--- src/rtl/idsel_pkg.sv ---
package idsel_pkg;

   typedef enum logic [1:0] {
      ST_IDLE  = 2'd0,
      ST_ADDR  = 2'd1,
      ST_VALUE = 2'd2,
      ST_END   = 2'd3
   } idsel_state_e;

endpackage

--- src/rtl/idsel_sync.sv ---
module idsel_sync #(
   parameter int              WIDTH   = 1,
   parameter int              STAGES  = 2,
   parameter logic [WIDTH-1:0] RST_VAL = '1
)(
   input  logic             clk,
   input  logic             rst_n,
   input  logic [WIDTH-1:0] d,
   output logic [WIDTH-1:0] q
);

   logic [STAGES-1:0][WIDTH-1:0] stg_q;

   always_ff @(posedge clk or negedge rst_n) begin
      if (!rst_n) begin
         for (int s = 0; s < STAGES; s++) stg_q[s] <= RST_VAL;
      end else begin
         stg_q[0] <= d;
         for (int s = 1; s < STAGES; s++) stg_q[s] <= stg_q[s-1];
      end
   end

   assign q = stg_q[STAGES-1];

endmodule

--- src/rtl/idsel_pulse_timer.sv ---
module idsel_pulse_timer #(
   parameter int LIMIT = 600
)(
   input  logic clk,
   input  logic rst_n,
   input  logic run,
   output logic done
);

   localparam int CNT_W = $clog2(LIMIT + 1);

   logic [CNT_W-1:0] cnt_q;

   always_ff @(posedge clk or negedge rst_n) begin
      if (!rst_n)                        cnt_q <= '0;
      else if (!run)                     cnt_q <= '0;
      else if (cnt_q != CNT_W'(LIMIT))   cnt_q <= cnt_q + 1'b1;
   end

   assign done = run && (cnt_q == CNT_W'(LIMIT - 1));

endmodule

--- src/rtl/idsel_readback.sv ---
module idsel_readback #(
   parameter int BYTE_W  = 8,
   parameter int NUM_AUX = 2
)(
   input  logic               clk,
   input  logic               rst_n,
   input  logic               load,
   input  logic               shift,
   input  logic [NUM_AUX-1:0] aux_n,
   output logic               drive_low
);

   logic [BYTE_W-1:0] frame;
   logic [BYTE_W-1:0] sr_q;

   for (genvar b = 0; b < BYTE_W; b++) begin : g_frame
      if (b < NUM_AUX) begin : g_aux
         assign frame[b] = aux_n[b];
      end else begin : g_pad
         assign frame[b] = 1'b1;
      end
   end

   always_ff @(posedge clk or negedge rst_n) begin
      if (!rst_n)     sr_q <= '1;
      else if (load)  sr_q <= frame;
      else if (shift) sr_q <= {sr_q[BYTE_W-2:0], 1'b1};
   end

   assign drive_low = ~sr_q[BYTE_W-1];

endmodule

--- src/rtl/idsel_serial_slave.sv ---
module idsel_serial_slave
   import idsel_pkg::*;
#(
   parameter int               BYTE_W      = 8,
   parameter int               FUNC_W      = 3,
   parameter int               NUM_AUX     = 2,
   parameter int               SYNC_STAGES = 2,
   parameter int               END_MIN_CYC = 600,
   parameter logic [BYTE_W-1:0] DEV_BASE   = 8'h40,
   parameter int               READ_FUNC   = 7
)(
   input  logic               clk,
   input  logic               rst_n,
   input  logic               bus_clk_i,
   input  logic               bus_id_i,
   input  logic               bus_data_i,
   output logic               bus_data_oe_o,
   input  logic [NUM_AUX-1:0] aux_in_n_i,
   output logic [FUNC_W-1:0]  func_o,
   output logic [BYTE_W-1:0]  value_o,
   output logic               wr_strobe_o
);

   localparam int SYNC_W = NUM_AUX + 3;

   // elaboration-time parameter checks
   if (SYNC_STAGES < 2) begin : g_chk_sync
      $error("SYNC_STAGES must be at least 2");
   end
   if (END_MIN_CYC < 2) begin : g_chk_end
      $error("END_MIN_CYC must be at least 2");
   end
   if (FUNC_W >= BYTE_W) begin : g_chk_func
      $error("FUNC_W must be smaller than BYTE_W");
   end
   if (NUM_AUX < 1 || NUM_AUX > BYTE_W) begin : g_chk_aux
      $error("NUM_AUX must lie between 1 and BYTE_W");
   end
   if (READ_FUNC >= (1 << FUNC_W)) begin : g_chk_read
      $error("READ_FUNC must fit in FUNC_W bits");
   end
   if (DEV_BASE[FUNC_W-1:0] != '0) begin : g_chk_base
      $error("DEV_BASE low function bits must be zero");
   end

   // bus line synchronizers
   logic [SYNC_W-1:0]  s_vec;
   logic               s_clk, s_id, s_data;
   logic [NUM_AUX-1:0] s_aux;

   idsel_sync #(
      .WIDTH   (SYNC_W),
      .STAGES  (SYNC_STAGES),
      .RST_VAL ({SYNC_W{1'b1}})
   ) i_sync (
      .clk   (clk),
      .rst_n (rst_n),
      .d     ({aux_in_n_i, bus_data_i, bus_id_i, bus_clk_i}),
      .q     (s_vec)
   );

   assign s_clk  = s_vec[0];
   assign s_id   = s_vec[1];
   assign s_data = s_vec[2];
   assign s_aux  = s_vec[SYNC_W-1:3];

   // bus clock edge detection
   logic p_clk_q;
   logic clk_rise;

   always_ff @(posedge clk or negedge rst_n) begin
      if (!rst_n) p_clk_q <= 1'b1;
      else        p_clk_q <= s_clk;
   end

   assign clk_rise = s_clk & ~p_clk_q;

   // framing state and shift register
   idsel_state_e      state_q;
   logic [BYTE_W-1:0] shift_q;
   logic [FUNC_W-1:0] cur_func_q;
   logic              addr_hit;
   logic              is_read;
   logic              rd_load;
   logic              rd_shift;
   logic              rd_drive_low;
   logic              end_run;
   logic              end_done;

   assign addr_hit = (shift_q[BYTE_W-1:FUNC_W] == DEV_BASE[BYTE_W-1:FUNC_W]);
   assign is_read  = (cur_func_q == FUNC_W'(READ_FUNC));
   assign rd_load  = (state_q == ST_ADDR) && s_id && addr_hit &&
                     (shift_q[FUNC_W-1:0] == FUNC_W'(READ_FUNC));
   assign rd_shift = (state_q == ST_VALUE) && clk_rise;
   assign end_run  = (state_q == ST_END) && !s_id;

   always_ff @(posedge clk or negedge rst_n) begin
      if (!rst_n) begin
         shift_q <= '0;
      end else if (clk_rise && (state_q == ST_ADDR || state_q == ST_VALUE)) begin
         shift_q <= {shift_q[BYTE_W-2:0], s_data};
      end
   end

   always_ff @(posedge clk or negedge rst_n) begin
      if (!rst_n) begin
         state_q     <= ST_IDLE;
         cur_func_q  <= '0;
         func_o      <= '0;
         value_o     <= '0;
         wr_strobe_o <= 1'b0;
      end else begin
         wr_strobe_o <= 1'b0;
         case (state_q)
            ST_IDLE: begin
               if (!s_id && !s_clk) state_q <= ST_ADDR;
            end
            ST_ADDR: begin
               if (s_id) begin
                  if (addr_hit) begin
                     state_q    <= ST_VALUE;
                     cur_func_q <= shift_q[FUNC_W-1:0];
                  end else begin
                     state_q    <= ST_IDLE;
                  end
               end
            end
            ST_VALUE: begin
               if (!s_id) state_q <= ST_END;
            end
            ST_END: begin
               if (s_id) begin
                  state_q <= ST_VALUE;
               end else if (end_done) begin
                  state_q <= ST_IDLE;
                  if (!is_read) begin
                     func_o      <= cur_func_q;
                     value_o     <= shift_q;
                     wr_strobe_o <= 1'b1;
                  end
               end
            end
            default: state_q <= ST_IDLE;
         endcase
      end
   end

   // end pulse width measurement
   idsel_pulse_timer #(
      .LIMIT (END_MIN_CYC)
   ) i_end_timer (
      .clk   (clk),
      .rst_n (rst_n),
      .run   (end_run),
      .done  (end_done)
   );

   // read-back of auxiliary inputs
   idsel_readback #(
      .BYTE_W  (BYTE_W),
      .NUM_AUX (NUM_AUX)
   ) i_readback (
      .clk       (clk),
      .rst_n     (rst_n),
      .load      (rd_load),
      .shift     (rd_shift),
      .aux_n     (s_aux),
      .drive_low (rd_drive_low)
   );

   assign bus_data_oe_o = (state_q == ST_VALUE) && is_read && rd_drive_low;

endmodule

--- config.mk ---
export PLATFORM = sky130hd
export DESIGN_NAME = idsel_serial_slave
export DESIGN_NICKNAME = d
export VERILOG_FILES = /design/src/rtl/idsel_pkg.sv /design/src/rtl/idsel_sync.sv /design/src/rtl/idsel_pulse_timer.sv /design/src/rtl/idsel_readback.sv /design/src/rtl/idsel_serial_slave.sv
export SDC_FILE = /design/constraint.sdc
export NUM_CORES = 1
export LEC_CHECK = 0
export BUFFER_PORTS_ARGS = -buffer_cell sky130_fd_sc_hd__buf_2
export CORE_MARGIN = 4
export CORE_UTILIZATION = 55
export CTS_CLUSTER_SIZE = 25
export DETAILED_ROUTE_END_ITERATION = 8
export HOLD_SLACK_MARGIN = 0.08
export PLACE_DENSITY = 0.84
export SLEW_MARGIN = 25
export SYNTH_ARGS = -nofsm -noshare
export SYNTH_HDL_FRONTEND = slang
export SYNTH_SLANG_ARGS = --single-unit
--- constraint.sdc ---
create_clock -name clk -period 2.23 [get_ports clk]
set_input_delay 0.223 -clock clk [delete_from_list [all_inputs] [get_ports clk]]
set_output_delay 0.223 -clock clk [all_outputs]
set_load 0.005 [all_outputs]
==> results by group, run 1 <==
Status
  – Status: finished, final reports clean

Drt
  – Drc violations: 0
  – Pre-antenna DRT Iters: 4
  – Initial drt markers: between 100 and 150
  – Vias per cell: 5.35
  – Final WL: 3920 um
  – Via count: approximately 1.4k
  – Routed WL per cell: 14.8 um
  – Final ANT Viol Nets: 0

STA
  – Slew HR: between 50% and 60%
  – Fin Clk Skew: ~0.0087 ns
  – Tcrit/Tclk final: a little under nine tenths
  – Fmax: roughly 520 MHz
  – Final min period: around 1.9 ns
  – Final Max Tran Viols: 0
  – Final hold violation count: 0
  – Unrepaired setup endpoints after global routing: false
  – Worst slew pin tran: 0.599 ns
  – Final Setup Violations: 0
  – Setup TNS: 0 ns

Layout
  – Share of cells above drive strength 1: a little over a third
  – Design Area, Final: approximately 2600 um2
  – Most frequent cells in the layout: dfrtp_1, nand2_1, dfstp_2, buf_2, nor2_1
  – Fin nets: between 200 and 250
  – N_diodes: 0
  – P&R area growth vs syn: 13.7%
  – Most common cell after layout, fill and taps aside: dfrtp_1

Clock tree
  – # hold bufs at CTS: 6
  – Clock latency on the worst-skew pair: a little over 0.3 ns
  – Post-CTS Setup Bufs: 0
  – CTS sink cnt: between 50 and 60
  – CTS root buf: clkbuf_8
  – # resized after CTS: 0
  – CTS tree: built
  – Clock transition at the registers of the reported paths: ~0.1 ns
  – H-tree depth reported by CTS: 2
  – Num CTS Buffers: 5
  – Clock Tree Buf Depth: 2

Floorplan
  – Initial Util: a little under three fifths
  – Die ar.: 5300 um2
  – I/O Pins: 20
  – DIE WIDTH: between 70 and 80 um
  – Core Box Area: a little over 4000 um2
  – Die Span Y: 72.8 um
  – Core Rows: 23

Critical path
  – Critical Path Start Type: register
  – Crit end category: register
  – Data required, critical path: roughly 2.4 ns
  – CP Max Fanout: 11
  – WP data arrival: between 2 and 2.5 ns
  – Critical path class: register to register

Logic synthesis
  – Cells after Synth: about 180
  – Mapped Area: 2310 um2
  – Mapped Avg Cell Area: approximately 13 um2
  – Syn. warnings: 0
  – Post-synthesis sequential area ratio: between 50 and 60%
  – Mapped Nets: 196
  – Synthesized flop and latch total: between 50 and 60
  – Post-synth cell types: 38

GRT
  – Antenna violations before repair: 0
  – GR Overflow Total: 0
  – Global-route wire length before repair: between 6000 and 7000 um
  – Total track usage: between 10% and 20%
  – Pin count of the biggest net entering global routing: 31
  – Vias in the first global route: 1357

Power
  – Leakage: roughly 1.2 nW
  – Worst vdd ir: 0.544 mV
  – Pwr Density: between 800 and 900 nW/um2

Place
  – Routability cong.: just under 0.8
  – Port bufs: 19
  – DPL Wire Length: 2740 um
  – Post-DP Area: 2480 um2

Job
  – Max Cap Viol: 0

Worst hold path
  – Worst min path class: register to register
## Yosys cell counts
master | count | share of area [%]
or2_2 | 1 | 0.27
or4_1 | 1 | 0.33
nand3_1 | 11 | 2.4
o21ai_0 | 4 | 0.87
nand3b_1 | 1 | 0.33
mux2_2 | 13 | 6.3
buf_2 | 1 | 0.22
nand4_1 | 1 | 0.27
and3_1 | 1 | 0.27
mux2i_1 | 1 | 0.43
nor2b_1 | 2 | 0.54
o311a_2 | 1 | 0.49
and3b_1 | 1 | 0.38
mux2_4 | 10 | 6.5
inv_1 | 7 | 1.1
a31oi_1 | 1 | 0.27
nand2b_2 | 1 | 0.38
a211oi_1 | 2 | 0.65
nor2_1 | 15 | 2.4
ha_1 | 6 | 3.3
dfstp_2 | 19 | 22
a21oi_1 | 4 | 0.87
nand2b_1 | 1 | 0.27
xor2_1 | 2 | 0.76
dfrtp_1 | 35 | 38
or2_4 | 1 | 0.38
nand4bb_1 | 2 | 0.98
o41a_1 | 1 | 0.49
o41ai_1 | 1 | 0.38
nor3_1 | 1 | 0.22
or3_1 | 1 | 0.27
buf_6 | 1 | 0.49
nor4_4 | 1 | 0.92
clkbuf_1 | 2 | 0.33
nand2_1 | 21 | 3.4
xnor2_1 | 5 | 1.9
and2_1 | 1 | 0.27
nor4_1 | 3 | 0.81
## final timing paths
path	slack, ns	cells past startpoint	end	startpoint
worst max-delay path	0.32	5	func_o[1]	i_end_timer.cnt_q[8]
worst min-delay path	0.36	0	i_sync.q[2]	i_sync.stg_q[2]
worst max register to register	0.32	5	func_o[1]	i_end_timer.cnt_q[8]
worst min register to register	0.36	0	i_sync.q[2]	i_sync.stg_q[2]
max in group asynchronous	1.16	3	i_sync.stg_q[2]	rst_n
min in group asynchronous	0.45	2	state_q[1]	rst_n
## through the flow
step	hold slack (ns)	total power, mW	util [%]	setup WS [ns]	std cells
after detailed placement	0.249	1.66	61.5	0.320	251
after global routing	0.358	2.30	65.2	0.251	265
after global placement	0.250	1.62	61.5	0.371	251
after floorplan	-0.0726	1.52	-	0.463	183
after CTS	0.360	2.20	65.2	0.314	265
final	0.360	2.19	65.2	0.320	265
## sequential cells by signal, indices dropped and copies added (netlist names)
register	cells
wr_strobe_o	1
state_q	2
i_sync.q	5
i_sync.stg_q	5
p_clk_q	1
func_o	3
value_o	8
cur_func_q	3
i_end_timer.cnt_q	10
shift_q	8
i_readback.sr_q	8
## layer usage
| layer | vias to the layer above | track usage, % | share of wire (%) |
|---|---|---|---|
| met5 | - | 0 | 0 |
| met4 | 0 | 6.76 | 1.1 |
| met3 | 4 | 4.55 | 5.1 |
| met2 | 31 | 26.3 | 50 |
| met1 | 697 | 21.3 | 44 |
| li1 | 686 | - | - |
## critical path, stage by stage, from the launching register on
cell       delay (ns)
dfrtp_1          0.41
nand4bb_1        0.25
or2_4            0.28
nor4_4           0.24
buf_4            0.27
mux2_2           0.35
## kinds of logic (layout without fill, tap and decap cells)
family,Yosys count,after routing,share of synthesized area (%)
compound gates,14,14,4.01
xor+xnor,7,7,2.65
fa+ha+maj,6,6,3.25
buf+inv,11,43,2.17
flops,54,54,59.5
mux,24,24,13.3
simple gates,67,67,15.1
## cell type report
cell class,count,area [um2]
repair buffers,28,190
fillers,322,1400
well taps,50,62.6
inverters,7,26.3
clock inverters,2,13.8
clock buffers,6,72.6
multi-input cells,118,885
flip-flops and latches,54,1380
## report_power, final
part | switching [mW] | total, mW | leakage, nW | internal [mW]
clock | 0.313 | 0.536 | 0.0417 | 0.223
sequential | 0.129 | 1.26 | 0.674 | 1.13
combinational | 0.190 | 0.393 | 0.456 | 0.203
(Power assumes the default switching activity.)
==> run 2: changes to the inputs <==
Settings changed: CTS_BUF_LIST from default to sky130_fd_sc_hd__clkbuf_8, GPL_TIMING_DRIVEN from default to 0.
==> results by group, run 2 (synthesized netlist as in run 1, its figures left out) <==
Power
  – Pwr Density: 829 nW/um2 (-0.60%)
  – Worst vdd ir: 0.459 mV (-16%)
  – Leakage: 1.17 nW (about the same)

GRT
  – Vias in the first global route: 1393 (+2.7%)
  – Total track usage: 16.5% (+0.064 points)
  – Global-route wire length before repair: 6660 um (+2.7%)
  – Pin count of the biggest net entering global routing: 55 (+77%)
  – Antenna violations before repair: 0 (unchanged)
  – GR Overflow Total: 0 (unchanged)

Critical path
  – WP data arrival: 2.17 ns (+0.06 ns)
  – Critical path class: register to register
  – Critical Path Start Type: register
  – CP Max Fanout: 10 (-1)
  – Crit end category: register
  – Data required, critical path: 2.43 ns (about the same)

Floorplan
  – Die ar.: 5300 um2 (unchanged)
  – I/O Pins: 20 (unchanged)
  – DIE WIDTH: 72.8 um (unchanged)
  – Initial Util: 57.3% (unchanged)
  – Die Span Y: 72.8 um (unchanged)
  – Core Box Area: 4030 um2 (unchanged)
  – Core Rows: 23 (unchanged)

Status
  – Status: finished, final reports clean

Place
  – DPL Wire Length: 2750 um (+0.26%)
  – Placed Cells incl. Taps: 252 (+0.40%)
  – Routability cong.: 0.829 (+7.4%)
  – Port bufs: 19 (unchanged)

Drt
  – Vias per cell: 5.26 (-1.7%)
  – Drc violations: 0 (unchanged)
  – Via count: 1399 (-1.3%)
  – Pre-antenna DRT Iters: 4 (unchanged)
  – Routed WL per cell: 14.7 um (-0.81%)
  – Final WL: 3910 um (-0.43%)
  – Final ANT Viol Nets: 0 (unchanged)
  – Initial drt markers: 67 (-45%)

Layout
  – N_diodes: 0 (unchanged)
  – Fin nets: 228 (+0.44%)
  – Post-route insts no fill: 266 (+0.38%)
  – Most common cell after layout, fill and taps aside: dfrtp_1
  – P&R area growth vs syn: 13.3%
  – Most frequent cells in the layout: dfrtp_1, nand2_1, buf_2, dfstp_2, nor2_1
  – Share of cells above drive strength 1: 34.7% (-0.63 points)
  – Biggest register: i_end_timer.cnt_q
  – Max reg flops: 10 (unchanged)

STA
  – Setup TNS: 0 ns (unchanged)
  – Tcrit/Tclk final: 88.3% (+2.7 points)
  – Final Setup Violations: 0 (unchanged)
  – Unrepaired setup endpoints after global routing: false
  – Final min period: 1.97 ns (+0.0592 ns)
  – Slew HR: 56.3% (-3.4 points)
  – Worst slew pin tran: 0.655 ns (+0.0559 ns)
  – Final hold violation count: 0 (unchanged)
  – Fmax: 508 MHz (-3.0%)
  – Final Max Tran Viols: 0 (unchanged)
  – Fin Clk Skew: 0.00725 ns (-0.00149 ns)

Job
  – Max Cap Viol: 0 (unchanged)

Worst hold path
  – Worst min path class: register to register

Clock tree
  – CTS sink cnt: 54 (unchanged)
  – CTS root buf: clkbuf_8
  – CTS tree: built
  – Clock transition at the registers of the reported paths: 0.10 ns (about the same)
  – Clock latency on the worst-skew pair: 0.31 ns (about the same)
  – Clock Tree Buf Depth: 2 (unchanged)
  – H-tree depth reported by CTS: 2 (unchanged)
  – Post-CTS Setup Bufs: 0 (unchanged)
  – Num CTS Buffers: 5 (unchanged)
[run 2: power breakdown]
| group | internal [mW] | switching (mW) |
|---|---|---|
| sequential | 1.13 | 0.126 |
| clock | 0.220 | 0.312 |
| combinational | 0.198 | 0.182 |
[run 2: through the flow]
step	total power, mW	setup WS, ns	hold slack [ns]	utilization (%)	cell area (um2)
6_report	2.17	0.260	0.357	64.9	2620
5_1_grt	2.29	0.173	0.361	64.9	2620
4_1_cts	2.19	0.259	0.361	64.9	2620
3_5_place_dp	1.65	0.270	0.295	61.3	2470
3_3_place_gp	1.61	0.334	0.328	61.2	2470
2_1_floorplan	1.52	0.463	-0.0726	-	2310
[run 2: path summary, 6_finish.rpt]
path	startpoint	endpoint	slack, ns	cells after the start
worst min-delay path	i_sync.stg_q[2]	i_sync.q[2]	0.36	0
worst max register to register	i_end_timer.cnt_q[8]	value_o[0]	0.26	5
worst min register to register	i_sync.stg_q[2]	i_sync.q[2]	0.36	0
worst max-delay path	i_end_timer.cnt_q[8]	value_o[0]	0.26	5
max in group asynchronous	rst_n	i_end_timer.cnt_q[7]	1.31	2
min in group asynchronous	rst_n	value_o[5]	0.47	2
[run 2: critical path: stages, from the launching register on]
cell and delay (ns):
dfrtp_1 0.41, nand4bb_1 0.27, or2_4 0.30, nor4_4 0.32, buf_6 0.23, mux2_4 0.32
[run 2: routing by layer]
layer / up-vias / GRT usage (%) / wire length, um
li1: 691 / - / -
met1: 681 / 20.1 / 1740
met2: 19 / 28.4 / 1970
met3: 8 / 4.55 / 132
met4: 0 / 5.53 / 67
met5: - / 0 / 0
[run 2: area by class of cell]
cell class / count / area, um2
multi-input combinational: 118 / 885
fill: 325 / 1410
timing repair buffer: 25 / 158
tap: 50 / 62.6
buffer: 4 / 23.8
inverter: 7 / 26.3
clock inverter: 3 / 17.5
sequential: 54 / 1380
clock buffer: 5 / 68.8
[run 2: what timing repair did]
action | in CTS | in global routing
hold buffers | 6 | 0
gates resized for setup | 0 | 0
hold endpoints to repair | 40 | 0
==> run 3: changes to the inputs <==
Settings changed: BUFFER_PORTS_ARGS -buffer_cell sky130_fd_sc_hd__buf_2 to -buffer_cell sky130_fd_sc_hd__clkbuf_2.
==> results by group, run 3 (synthesized netlist as in run 1, its figures left out) <==
STA
  – Final Setup Violations: 0 (unchanged)
  – Unrepaired setup endpoints after global routing: false
  – Fmax: 513 MHz (+1.0%)
  – Final Max Tran Viols: 0 (unchanged)
  – Slew HR: 53.3% (-3.0 points)
  – Final hold violation count: 0 (unchanged)
  – Worst slew pin tran: 0.700 ns (+0.0452 ns)
  – Final min period: 1.95 ns (-0.0203 ns)
  – Tcrit/Tclk final: 87.4% (-0.91 points)
  – Setup TNS: 0 ns (unchanged)
  – Fin Clk Skew: 0.00842 ns (+0.00118 ns)

Critical path
  – WP data arrival: 2.15 ns (-0.02 ns)
  – CP Max Fanout: 10 (unchanged)
  – Reg2reg setup slack: 0.28 ns (+0.02 ns)
  – Data required, critical path: 2.43 ns (about the same)
  – Critical Path Start Type: register
  – Critical path class: register to register
  – Crit end category: register

Clock tree
  – # resized after CTS: 0 (unchanged)
  – Post-CTS Setup Bufs: 0 (unchanged)
  – CTS root buf: clkbuf_8
  – Clock latency on the worst-skew pair: 0.31 ns (about the same)
  – CTS tree: built
  – Clock transition at the registers of the reported paths: 0.10 ns (about the same)
  – H-tree depth reported by CTS: 2 (unchanged)
  – CTS sink cnt: 54 (unchanged)
  – Clock Tree Buf Depth: 2 (unchanged)
  – Num CTS Buffers: 5 (unchanged)

Drt
  – Initial drt markers: 99 (+48%)
  – Final ANT Viol Nets: 0 (unchanged)
  – Pre-antenna DRT Iters: 4 (unchanged)
  – Via count: 1453 (+3.9%)
  – Final WL: 3980 um (+1.8%)
  – Routed WL per cell: 15.0 um (+1.8%)
  – Vias per cell: 5.46 (+3.9%)
  – Drc violations: 0 (unchanged)

Floorplan
  – Core Rows: 23 (unchanged)
  – Die ar.: 5300 um2 (unchanged)
  – Initial Util: 57.3% (unchanged)
  – Core Box Area: 4030 um2 (unchanged)
  – Die Span Y: 72.8 um (unchanged)
  – I/O Pins: 20 (unchanged)
  – DIE WIDTH: 72.8 um (unchanged)

Power
  – Worst vdd ir: 0.505 mV (+10%)
  – Combinational share of power: 17.1% (-0.4 points)
  – Final Power: 2.29 mW (+5.5%)
  – Share of power burned in registers: 54.8% (-3.2 points)
  – Pint: 1.66 mW (+7.3%)
  – Leakage: 1.17 nW (-0.12%)
  – Clock power frac: 28.1% (+3.6 points)
  – Switching Share: 27.3% (-1.3 points)
  – Sw Pwr: 0.624 mW (+0.76%)
  – Pwr Density: 867 nW/um2 (+4.6%)

Layout
  – Fin nets: 228 (unchanged)
  – Most frequent cells in the layout: dfrtp_1, nand2_1, dfstp_2
  – Post-layout util: 65.5% (+0.56 points)
  – Post-route insts no fill: 266 (unchanged)
  – Most common cell after layout, fill and taps aside: dfrtp_1
  – Design Area, Final: 2640 um2 (+0.86%)
  – P&R area growth vs syn: 14.2%
  – Max reg flops: 10 (unchanged)
  – N_diodes: 0 (unchanged)
  – Biggest register: i_end_timer.cnt_q
  – Share of cells above drive strength 1: 34.7% (unchanged)

Place
  – Post-DP Area: 2470 um2 (unchanged)
  – Port bufs: 19 (unchanged)
  – DPL Wire Length: 2710 um (-1.5%)
  – Routability cong.: 0.842 (+1.5%)
  – Placed Cells incl. Taps: 252 (unchanged)

Worst hold path
  – Worst min path class: register to register

GRT
  – GR Overflow Total: 0 (unchanged)
  – Vias in the first global route: 1407 (+1.0%)
  – Total track usage: 16.3% (-0.22 points)
  – Pin count of the biggest net entering global routing: 55 (unchanged)
  – Global-route wire length before repair: 6680 um (+0.32%)
  – Antenna violations before repair: 0 (unchanged)

Status
  – Status: finished, final reports clean

Job
  – Max Cap Viol: 0 (unchanged)
run 3: cell count changes in the layout (fill, tap and decap cells not counted):
cell | before | now
buf_2 | 19 | 1
buf_4 | 1 | 0
bufinv_16 | 0 | 1
clkbuf_2 | 0 | 18
clkbuf_4 | 0 | 1
clkinv_2 | 1 | 0
inv_4 | 0 | 1
inv_6 | 1 | 0
run 3: stage by stage:
step / hold WS [ns] / setup WS [ns]
6_report: 0.360 / 0.281
5_1_grt: 0.366 / 0.211
4_1_cts: 0.361 / 0.279
3_5_place_dp: 0.312 / 0.291
3_3_place_gp: 0.310 / 0.331
2_1_floorplan: -0.0726 / 0.463
run 3: critical path: stages (launching register included):
cell and delay, ns:
dfrtp_1 0.42, nand4bb_1 0.26, or2_4 0.29, nor4_4 0.33, buf_6 0.23, mux2_4 0.32
run 3: power groups by stage:
| stage | Combinational, mW | Sequential, mW | Clock (mW) |
|---|---|---|---|
| global placement | 0.357 | 1.25 | 0 |
| finish | 0.392 | 1.25 | 0.643 |
| global route | 0.438 | 1.27 | 0.693 |
| detailed placement | 0.383 | 1.27 | 0 |
| CTS | 0.396 | 1.25 | 0.655 |
| floorplan | 0.298 | 1.23 | 0 |
run 3: final cells by class:
class | count | area, um2
clock buffers | 5 | 68.8
clock inverters | 3 | 40.0
flip-flops and latches | 54 | 1380
inverters | 7 | 26.3
fillers | 328 | 1390
plain buffers | 4 | 23.8
well taps | 50 | 62.6
repair buffers | 25 | 158
multi-input cells | 118 | 885
run 3: worst paths after layout:
kind,cells past startpoint,end,startpoint
setup reg to reg,5,value_o[2],i_end_timer.cnt_q[8]
max in group asynchronous,2,i_end_timer.cnt_q[5],rst_n
min in group asynchronous,2,value_o[6],rst_n
setup / recovery,5,value_o[2],i_end_timer.cnt_q[8]
hold / removal,0,i_sync.q[1],i_sync.stg_q[1]
hold reg to reg,0,i_sync.q[1],i_sync.stg_q[1]
run 3: what timing repair did:
action,in CTS,in global routing
endpoints found under the setup margin,0,0
endpoints found under the hold margin,40,0
hold buffers,6,0
run 3: routing by layer:
layer	global-route usage [%]	wire length [um]	share of wire, %	up-vias
met5	0	0	0	-
met1	20.8	1720	43	729
met3	4.13	165	4.1	5
met4	4.92	48	1.2	0
met2	27.4	2040	51	30
li1	-	-	-	689
